## src/rtl/cmdp_pkg.sv

```systemverilog
package cmdp_pkg;

    localparam int CMD_W      = 32;
    localparam int VAL_W      = 16;
    localparam int OFS_W      = 12;
    localparam int MODE_W     = 4;
    localparam int CLS_W      = 10;
    localparam int SEL_MASK_W = 6;
    localparam int IMM_W      = 12;

    localparam int OFS_LSB  = VAL_W;
    localparam int MODE_LSB = OFS_LSB + OFS_W;
    localparam int CLS_LSB  = SEL_MASK_W;
    localparam int IDX_W    = $clog2(VAL_W);

    typedef enum logic [MODE_W-1:0] {
        MODE_CLASS = 4'd0,
        MODE_INC   = 4'd1,
        MODE_FIX   = 4'd2,
        MODE_MASK  = 4'd3,
        MODE_IMM   = 4'd4
    } mode_e;

    typedef struct packed {
        logic [MODE_W-1:0]     mode;
        logic [OFS_W-1:0]      ofs;
        logic [VAL_W-1:0]      val;
        logic [CLS_W-1:0]      cls;
        logic [SEL_MASK_W-1:0] sel_mask;
    } hdr_t;

    typedef struct packed {
        logic [CLS_W-1:0] cls;
        logic [OFS_W-1:0] ofs;
        logic [VAL_W-1:0] mask;
        logic [VAL_W-1:0] count;
        logic             incr;
    } st_t;

    typedef struct packed {
        logic [CLS_W-1:0] cls;
        logic [OFS_W-1:0] ofs;
        logic [CMD_W-1:0] data;
    } wr_t;

    function automatic hdr_t split_header(input logic [CMD_W-1:0] w);
        hdr_t h;
        h.mode     = w[MODE_LSB +: MODE_W];
        h.ofs      = w[OFS_LSB +: OFS_W];
        h.val      = w[0 +: VAL_W];
        h.cls      = w[CLS_LSB +: CLS_W];
        h.sel_mask = w[0 +: SEL_MASK_W];
        return h;
    endfunction

endpackage

```

## src/rtl/cmdp_hdr_decode.sv

```systemverilog
module cmdp_hdr_decode
    import cmdp_pkg::*;
(
    input  logic [CMD_W-1:0] word,
    output hdr_t             hdr
);
    always_comb begin
        hdr = split_header(word);
    end
endmodule

```

## src/rtl/cmdp_lowbit.sv

```systemverilog
module cmdp_lowbit #(
    parameter int N = 16,
    localparam int IW = $clog2(N)
) (
    input  logic [N-1:0]  vec,
    output logic [N-1:0]  onehot,
    output logic [IW-1:0] idx
);
    logic [N:0] below_clear;
    assign below_clear[0] = 1'b1;

    for (genvar i = 0; i < N; i++) begin : g_chain
        assign onehot[i]        = vec[i] & below_clear[i];
        assign below_clear[i+1] = below_clear[i] & ~vec[i];
    end

    always_comb begin
        idx = '0;
        for (int i = 0; i < N; i++) begin
            if (onehot[i]) idx = idx | IW'(i);
        end
    end
endmodule

```

## src/rtl/cmdp_step.sv

```systemverilog
module cmdp_step
    import cmdp_pkg::*;
(
    input  logic             take,
    input  logic [CMD_W-1:0] word,
    input  hdr_t             hdr,
    input  st_t              cur,
    input  logic [VAL_W-1:0] low_onehot,
    input  logic [IDX_W-1:0] low_idx,
    output st_t              nxt,
    output logic             emit,
    output wr_t              wr,
    output logic             bad
);
    always_comb begin
        nxt  = cur;
        emit = 1'b0;
        wr   = '0;
        bad  = 1'b0;
        if (take) begin
            if (cur.mask != '0) begin
                emit     = 1'b1;
                wr.cls   = cur.cls;
                wr.ofs   = cur.ofs + OFS_W'(low_idx);
                wr.data  = word;
                nxt.mask = cur.mask & ~low_onehot;
            end else if (cur.count != '0) begin
                emit      = 1'b1;
                wr.cls    = cur.cls;
                wr.ofs    = cur.ofs;
                wr.data   = word;
                nxt.count = cur.count - VAL_W'(1);
                if (cur.incr) nxt.ofs = cur.ofs + OFS_W'(1);
            end else begin
                case (hdr.mode)
                    MODE_CLASS: begin
                        nxt.mask = VAL_W'(hdr.sel_mask);
                        nxt.ofs  = hdr.ofs;
                        nxt.cls  = hdr.cls;
                    end
                    MODE_INC, MODE_FIX: begin
                        nxt.count = hdr.val;
                        nxt.ofs   = hdr.ofs;
                        nxt.incr  = (hdr.mode == MODE_INC);
                    end
                    MODE_MASK: begin
                        nxt.mask = hdr.val;
                        nxt.ofs  = hdr.ofs;
                    end
                    MODE_IMM: begin
                        nxt.ofs = hdr.ofs;
                        emit    = 1'b1;
                        wr.cls  = cur.cls;
                        wr.ofs  = hdr.ofs;
                        wr.data = CMD_W'(hdr.val[IMM_W-1:0]);
                    end
                    default: bad = 1'b1;
                endcase
            end
        end
    end
endmodule

```

## src/rtl/cmd_stream_parser.sv

```systemverilog
module cmd_stream_parser
    import cmdp_pkg::*;
(
    input  logic             clk,
    input  logic             rst,
    input  logic             in_valid,
    output logic             in_ready,
    input  logic [CMD_W-1:0] in_word,
    output logic             wr_valid,
    input  logic             wr_ready,
    output logic [CLS_W-1:0] wr_class,
    output logic [OFS_W-1:0] wr_offset,
    output logic [CMD_W-1:0] wr_data,
    output logic             err_pulse
);
    st_t              st_q, st_d;
    wr_t              wr_q, wr_d;
    hdr_t             hdr;
    logic             wr_valid_q, err_q;
    logic             take, emit, bad;
    logic [VAL_W-1:0] low_onehot;
    logic [IDX_W-1:0] low_idx;

    assign in_ready = !wr_valid_q || wr_ready;
    assign take     = in_valid && in_ready;

    cmdp_hdr_decode u_dec (
        .word (in_word),
        .hdr  (hdr)
    );

    cmdp_lowbit #(.N(VAL_W)) u_low (
        .vec    (st_q.mask),
        .onehot (low_onehot),
        .idx    (low_idx)
    );

    cmdp_step u_step (
        .take       (take),
        .word       (in_word),
        .hdr        (hdr),
        .cur        (st_q),
        .low_onehot (low_onehot),
        .low_idx    (low_idx),
        .nxt        (st_d),
        .emit       (emit),
        .wr         (wr_d),
        .bad        (bad)
    );

    always_ff @(posedge clk) begin
        if (rst) begin
            st_q       <= '0;
            wr_q       <= '0;
            wr_valid_q <= 1'b0;
            err_q      <= 1'b0;
        end else begin
            st_q  <= st_d;
            err_q <= bad;
            if (emit) begin
                wr_valid_q <= 1'b1;
                wr_q       <= wr_d;
            end else if (wr_ready) begin
                wr_valid_q <= 1'b0;
            end
        end
    end

    assign wr_valid  = wr_valid_q;
    assign wr_class  = wr_q.cls;
    assign wr_offset = wr_q.ofs;
    assign wr_data   = wr_q.data;
    assign err_pulse = err_q;
endmodule

```

## config.mk

```make
export PLATFORM = sky130hd
export DESIGN_NAME = cmd_stream_parser
export DESIGN_NICKNAME = d
export VERILOG_FILES = /design/src/rtl/cmdp_pkg.sv /design/src/rtl/cmdp_hdr_decode.sv /design/src/rtl/cmdp_lowbit.sv /design/src/rtl/cmdp_step.sv /design/src/rtl/cmd_stream_parser.sv
export SDC_FILE = /design/constraint.sdc
export NUM_CORES = 1
export LEC_CHECK = 0
export ABC_AREA = 1
export BUFFER_PORTS_ARGS = -buffer_cell sky130_fd_sc_hd__buf_2
export CELL_PAD_IN_SITES_DETAIL_PLACEMENT = 1
export CELL_PAD_IN_SITES_GLOBAL_PLACEMENT = 1
export CORE_ASPECT_RATIO = 1.4
export CORE_MARGIN = 2
export CORE_UTILIZATION = 44
export DETAILED_ROUTE_END_ITERATION = 7
export PLACE_DENSITY = 0.93
export SLEW_MARGIN = 10
export SYNTH_ARGS = -nofsm -noshare
export SYNTH_HDL_FRONTEND = slang
export SYNTH_SLANG_ARGS = --single-unit
export TNS_END_PERCENT = 30
```

## constraint.sdc

```tcl
create_clock -name clk -period 6.1 [get_ports clk]
set_input_delay 1.525 -clock clk [delete_from_list [all_inputs] [get_ports clk]]
set_output_delay 1.525 -clock clk [all_outputs]
set_load 0.03 [all_outputs]
```

Word-level counts from Yosys, hierarchy flattened
Index checks and enable logic that the tools add are counted.
- input bits: 36
- word-level logic and storage cells: 120
- output and inout port bits: 57
- register bits after elaboration: 111
- multiplexer cells: 34
- reduce and logical (&&, ||, !) cells: 18
- bitwise gates (word level): 49
- add/sub/neg operators: 3
- equality and inequality tests: 6
- operators with widths (operator ; count):
    $mux 54 ; 4
    $mux 16 ; 3
    $mux 12 ; 3
    $mux 4 ; 8
    $pmux 16 s2 ; 1
    $reduce_bool 16->1 ; 2
    $and 1x1->1 ; 29
    $not 1->1 ; 18
    $mux 17 ; 1
    $and 16x16->16 ; 1
    $not 16->16 ; 1
    $sub 16x1->16 const B ; 1
    $add 12x1->12 const B ; 1
    $add 12x4->12 ; 1
    $mux 3 ; 4
    $reduce_and 4->1 ; 3
    $eq 4x2->1 const B ; 2
    $mux 1 ; 8
    $reduce_and 3->1 ; 2
    $reduce_bool 2->1 ; 3
    $reduce_or 5->1 ; 1
    $eq 4x1->1 const B ; 1
    $eq 4x3->1 const B ; 1
    $logic_not 4->1 ; 1
    other kinds (9) ; 10

Longest topological paths before layout
Gate-level depths: netlist of the first run.
- depth after elaboration: 20
- depth in mapped cells: 19
- mapped depth without buffers: 19

By module
A second synthesis of the first run with hierarchy kept.
- cells, all modules: 1353
- area, all modules: 8001.4 um2
- by module, submodules not included (module ; seq. area each (um2) ; area an instance (um2) ; instances ; cells an instance):
    cmdp_step ; 0.0 ; 3798.6 ; 1 ; 826
    cmd_stream_parser ; 2222.1 ; 3502.1 ; 1 ; 413
    cmdp_hdr_decode ; 0.0 ; 360.3 ; 1 ; 48
    cmdp_lowbit ; 0.0 ; 340.3 ; 1 ; 66

Worst setup path after synthesis of the first run
No wires, ideal clock.
- kind: input port to output port
- start: in wr_ready
- end: out in_ready
- arrival: 1783 ps
- data required time: 4575 ps
- path buffers: 0
- setup slack: 2792 ps
- stages on the path: 2
- cell sequence: inv_1 > nand2_1
- word-level cells in the longest chain between the ends: 1
- RTL lines (item ; line ; RTL):
    from (decl) ; cmd_stream_parser.sv:10 ; input logic wr_ready,
    $logic_or 1x1->1 ; cmd_stream_parser.sv:24 ; assign in_ready = !wr_valid_q || wr_ready;
    to (decl) ; cmd_stream_parser.sv:7 ; output logic in_ready,
No other way between the ends.

Worst setup path in the final report of the first run
Same ends and word-level chain as after synthesis.

==> metrics.csv, run 1 <==
metric,value,unit
status,"finished, final reports clean",
yosys.area_share.simple,0.346,
power_density,563,nW/um^2
h-tree-depth,3,
synth_seq_area_share,0.355,
ir_worst_vdd,0.352,mV
synth.largest_area_cell,dfxtp_1,
post-dp-hpwl,14.7,mm
synth_compound_area_frac,0.171,
holdBufCountCts,0,
timing.critical_path.mode_cell,buf_2,
io_pins,93,
cp-start-kind,input port,
muxShareOfSynthArea,0,
rsz0062_at_grt,false,
ff2ff_path_depth,11,
core_area,13900,sq um
synth_edf_count,0,
synth_fa_ha_area_frac,0.0172,
layout-drive-gt1-share,0.160,
std_cell_rows,51,
grt_pass1_wl,34.0,mm
worst-setup-path-type,input port to output pin,
ant_nets,0,
final-max-slew-violation-count,0,
post-synth-top-count-cell,nand2_1,
tightest_slew,1.13,ns
async_reset_ff_frac,0,
syn_area,6250,sq um
synth_top_family_by_area,simple AND/OR/NAND/NOR gates,
required,4.58,ns
syn-mean-instance-area,6.61,sq um
num_vias,6625,
place.gp.congestion,0.868,
holdWs,0.466,ns
ys_top_cells_by_area,"dfxtp_1 36%, nand2_1 14%, nor2_1 7.7%",
max_cap_violations,0,
portBuffers,92,
cts_root_buf,clkbuf_16,
whs_endpoint,wr_data[24]$_SDFFE_PP0P_,
first_pass_iters,5,
finalNonFillerCells,1190,
worst_path_dominant_cell_family,buffers and inverters,
clock_latency,0.36,ns
fmaxAchievable,287,MHz
grt.total_usage,0.278,
fin_setup_tns,0,ns
slowest_delay,0.22,ns
period_needed,3.49,ns
clk_pin_slew,0.08,ns
antenna_cells,0,
antenna_found_initial,0,
nNetsFinal,1044,
synth_xor_area_frac,0.0266,
syn_to_final_growth,11.7,%
ys_ff_latch,111,
p_leak,3.07,nW
drt_iter0_markers,340,
min_path_type,flop to flop,
hold_path_depth,2,
period_share,0.571,
wl_per_cell,17.7,microns
overflow,0,
worstPathArrival,1.96,ns
cts_sinks,111,
cts_buffers,9,
grt_max_degree,74,
ys_types,40,
finalSetupViolations,0,
synthCells,945,
synth_commonest_cells,"240 x nand2_1, 129 x nor2_1, 111 x dfxtp_1",
path_buf_inv,3,
critPathCaptureType,output pin,
finalHoldViolCount,0,
grt_pass1_vias,6815,
worst_r2r_endpoint,wr_data[15]$_SDFFE_PP0P_,
path_cells,"buf_2, inv_1, nand2_1, buf_2",
post_cts_buffers,0,
synth_top_area_share,0.355,
start_util,0.449,
place_inst,1174,
postLayoutCellArea,6980,sq um
slew_headroom,0.243,
fin_worst_skew,0.00868,ns
synth_ff_type,dfxtp_1,
worst-path-max-fanout,3,
cts_resized,0,
clockBufferDepth,2,
cpMaxStageDelayCell,buf_2,
r2r_start,st_q[1]$_SDFFE_PP0P_,
dpl-instance-area,6700,sq um
synth_nets,989,
yosysWarnings,0,
wirelength,21.1,mm
drc,0,
cts_tree,done,
fp.dieW,105,microns
reg2reg_setup_slack,2.76,ns
die_y,145,microns
viasPerCell,5.57,
hp-start,wr_data[24]$_SDFFE_PP0P_,
die-area,15200,sq um
-- registers in the layout (all words and copies together) (netlist names) --
register / count
wr_offset: 12
wr_valid: 1
wr_data: 32
st_q: 55
wr_class: 10
err_pulse: 1
-- per-layer routing --
layer	vias up	GRT usage	part of all wire
li1	3182	-	-
met1	3181	0.309	0.39
met2	190	0.503	0.52
met3	72	0.0382	0.034
met4	0	0.151	0.053
met5	-	0	0
-- report_power, final --
group	total, mW	internal (mW)	switching, mW
Clock	0.587	0.292	0.295
Combinational	2.35	0.654	1.70
Sequential	0.993	0.869	0.124
Total	3.93	1.81	2.12
-- cells by family after synthesis --
| family | after synthesis |
|---|---|
| DFF | 111 |
| and+or+nand+nor | 499 |
| buffers and inverters | 118 |
| AOI/OAI and AO/OA | 190 |
| adders and majority gates | 8 |
| xor gates and xnor gates | 19 |
-- stage by stage --
| step | utilization | power, mW | setup slack (ns) |
|---|---|---|---|
| after floorplan | - | 2.81 | 2.79 |
| after global placement | 0.482 | 3.25 | 2.46 |
| after detailed placement | 0.482 | 3.33 | 2.40 |
| after CTS | 0.502 | 3.93 | 2.62 |
| after global routing | 0.502 | 4.23 | 2.38 |
| final | 0.502 | 3.93 | 2.61 |
-- worst max-delay path by stage --
stage                      startpoint                         to  slack [ns]  cells after the start
after global routing      in_word[29]   wr_class[9]$_SDFFE_PP0P_        2.38                      8
after CTS                    wr_ready                   in_ready        2.62                      4
after global placement       wr_ready  wr_offset[2]$_SDFFE_PP0P_        2.46                     10
final                        wr_ready                   in_ready        2.61                      4
after floorplan              wr_ready                   in_ready        2.79                      2
after detailed placement  in_word[31]       st_q[9]$_SDFFE_PP0P_        2.40                      8
-- cell type report --
type	count	area [sq um]
clock buffers	10	239
flip-flops and latches	111	2220
fillers	1915	6930
clock inverters	6	43.8
well taps	185	231
repair buffers	96	490
inverters	66	250
multi-input cells	716	3510
-- worst register-to-register path, stage by stage, from the launching register on --
cell and delay [ns]:
dfxtp_1 0.36, inv_1 0.13, ha_1 0.23, nand3_2 0.15
nor2_4 0.20, nand2_2 0.08, inv_1 0.62, nand3_1 0.15
nand2_1 0.59, buf_4 0.47, nand2_1 0.11, a21oi_1 0.17
-- placed cells by master (no fill, tap or decap), drive strengths merged --
cell type / instances
nand2: 255
nor2: 141
dfxtp: 111
buf: 96
o21ai: 87
nand3: 81
a21oi: 77
inv: 67
o211ai: 22
xor2: 13
nand4: 10
clkbuf: 10
ha: 7
xnor2: 6
nor3: 5
clkinv: 4
nand3b: 3
or2: 2
and3: 1
a32o: 1
o31ai: 1
o22ai: 1
nor4: 1
a21boi: 1
fa: 1
clkinvlp: 1
Note: power is estimated with default switching activity, not from simulation.
==> run 2: changes to the inputs <==
Settings changed: CORE_UTILIZATION 44 to 37, PLACE_DENSITY 0.93 to 0.84.
Clock period 6.1 ns to 3.1 ns, I/O delays scaled along.
==> run 2 against run 1 <==
Sequential share of layout area down 0.94 points. Hold slack worse by 0.0095 ns. Power up 110%. Critical path type is now flop to flop. Sequential cell count unchanged. Clock-buffer cell count down 1. Wire length down 0.90%. Non-clock buffer count up 14. Register-to-register slack worse by 2.5 ns. Core utilization down 7.1 points.
==> metrics.csv, run 2 (synthesis gave the netlist of run 1 again) <==
metric,value,unit,change
status,"finished, final reports clean",,
fp.dieW,114,microns,+8.7%
cts_sinks,111,,unchanged
finalNonFillerCells,1222,,+2.7%
power.total,8.06,mW,+110%
dpl-instance-area,6830,sq um,+1.9%
num_vias,6566,,-0.89%
cp-start-kind,flop,,
worst-path-max-fanout,8,,+5
cts_buffers,9,,unchanged
syn_to_final_growth,15.1,%,
first_pass_iters,4,,-1
clock_latency,0.37,ns,about the same
antenna_cells,0,,unchanged
std_cell_rows,56,,+9.8%
grt_pass1_wl,33.9,mm,-0.42%
drt_iter0_markers,301,,-11%
wirelength,20.9,mm,-0.90%
fin_setup_tns,0,ns,unchanged
period_needed,2.80,ns,
holdBufCountCts,0,,unchanged
viasPerCell,5.37,,-3.5%
cts_tree,done,,
holdWs,0.457,ns,-0.00950 ns
finalSetupViolations,0,,unchanged
layout-drive-gt1-share,0.179,,+0.0184
die_y,158,microns,+8.8%
grt.total_usage,0.237,,-0.0408
antenna_found_initial,0,,unchanged
ant_nets,0,,unchanged
slew_headroom,0.438,,+0.195
worstPathArrival,3.02,ns,+1.06 ns
final_common_cell,nand2_1,,
final_cell_mix,"238 x nand2_1, 127 x nor2_1, 111 x dfxtp_1",,
grt_pass1_vias,6734,,-1.2%
required,3.32,ns,-1.26 ns
top_register,st_q,,
finalHoldViolCount,0,,unchanged
min_path_type,flop to flop,,
start_util,0.375,,-0.0745
grt_max_degree,72,,-2.7%
clk_pin_slew,0.08,ns,about the same
utilization,0.431,,-0.0706
io_pins,93,,unchanged
power_density,1120,nW/um^2,+99%
hp-start,st_q[51]$_SDFFE_PP0P_,,
period_share,0.902,,
die-area,18000,sq um,+18%
fmaxAchievable,358,MHz,
setup_slack,0.303,ns,-2.31 ns
core_area,16700,sq um,+20%
ir_worst_vdd,0.542,mV,+54%
max_cap_violations,0,,unchanged
cts_root_buf,clkbuf_16,,
rsz0062_at_grt,false,,
fin_worst_skew,0.0116,ns,+0.00294 ns
clockBufferDepth,2,,unchanged
postLayoutCellArea,7190,sq um,+3.0%
place.gp.congestion,0.912,,+5.1%
worstSetupStartpoint,st_q[17]$_SDFFE_PP0P_,,
wl_per_cell,17.1,microns,-3.5%
p_leak,3.16,nW,+3.2%
h-tree-depth,3,,unchanged
critPathCaptureType,flop,,
final-max-slew-violation-count,0,,unchanged
place_inst,1204,,+2.6%
post-dp-hpwl,15.2,mm,+3.0%
tightest_slew,0.844,ns,-0.291 ns
drc,0,,unchanged
portBuffers,92,,unchanged
overflow,0,,unchanged
largest_reg_flops,55,,unchanged
worst-setup-path-type,flop to flop,,
nNetsFinal,1058,,+1.3%
dp_slack,0.0598,ns,-2.34 ns
r2r_start,st_q[17]$_SDFFE_PP0P_,,
[run 2: worst max-delay path: stages (launching register included)]
cell and delay [ns]:
dfxtp_1 0.36, nor2_4 0.17, nand2_4 0.10, nor2_8 0.14, nand3b_1 0.10, or2_2 0.28
nand4_1 0.11, ha_2 0.21, inv_1 0.06, fa_2 0.36, inv_1 0.08, nand3_1 0.08
nand2_2 0.12, nand2_1 0.10, o21ai_0 0.16, nand3_1 0.09, nand3_1 0.08, a21oi_1 0.06
[run 2: cell type report]
class / count / area (sq um)
clock inverter: 7 / 95.1
fill: 2261 / 9480
inverter: 66 / 250
timing repair buffer: 110 / 608
tap: 203 / 254
clock buffer: 9 / 225
multi-input combinational: 716 / 3540
sequential: 111 / 2220
[run 2: metal layers]
metal	up-vias	wire length, microns	global-route usage	share of wire
met5	-	0	0	0
met4	0	814	0.132	0.039
met3	55	700	0.0268	0.034
met2	134	11000	0.439	0.53
met1	3160	8350	0.262	0.40
li1	3217	-	-	-
[run 2: what timing repair did]
action,4_1_cts,5_1_grt
setup buffers,0,2
resized for setup,0,9
endpoints found under the setup margin,0,4
[run 2: power by group]
part	switching, mW	internal [mW]
Combinational	3.36	1.45
Sequential	0.243	1.71
Clock	0.587	0.713
[run 2: path summary, 6_finish.rpt]
check	to	slack [ns]	depth (start not counted)
setup reg to reg	wr_offset[10]$_SDFFE_PP0P_	0.30	17
hold / removal	st_q[51]$_SDFFE_PP0P_	0.46	2
hold reg to reg	st_q[51]$_SDFFE_PP0P_	0.46	2
setup / recovery	wr_offset[10]$_SDFFE_PP0P_	0.30	17
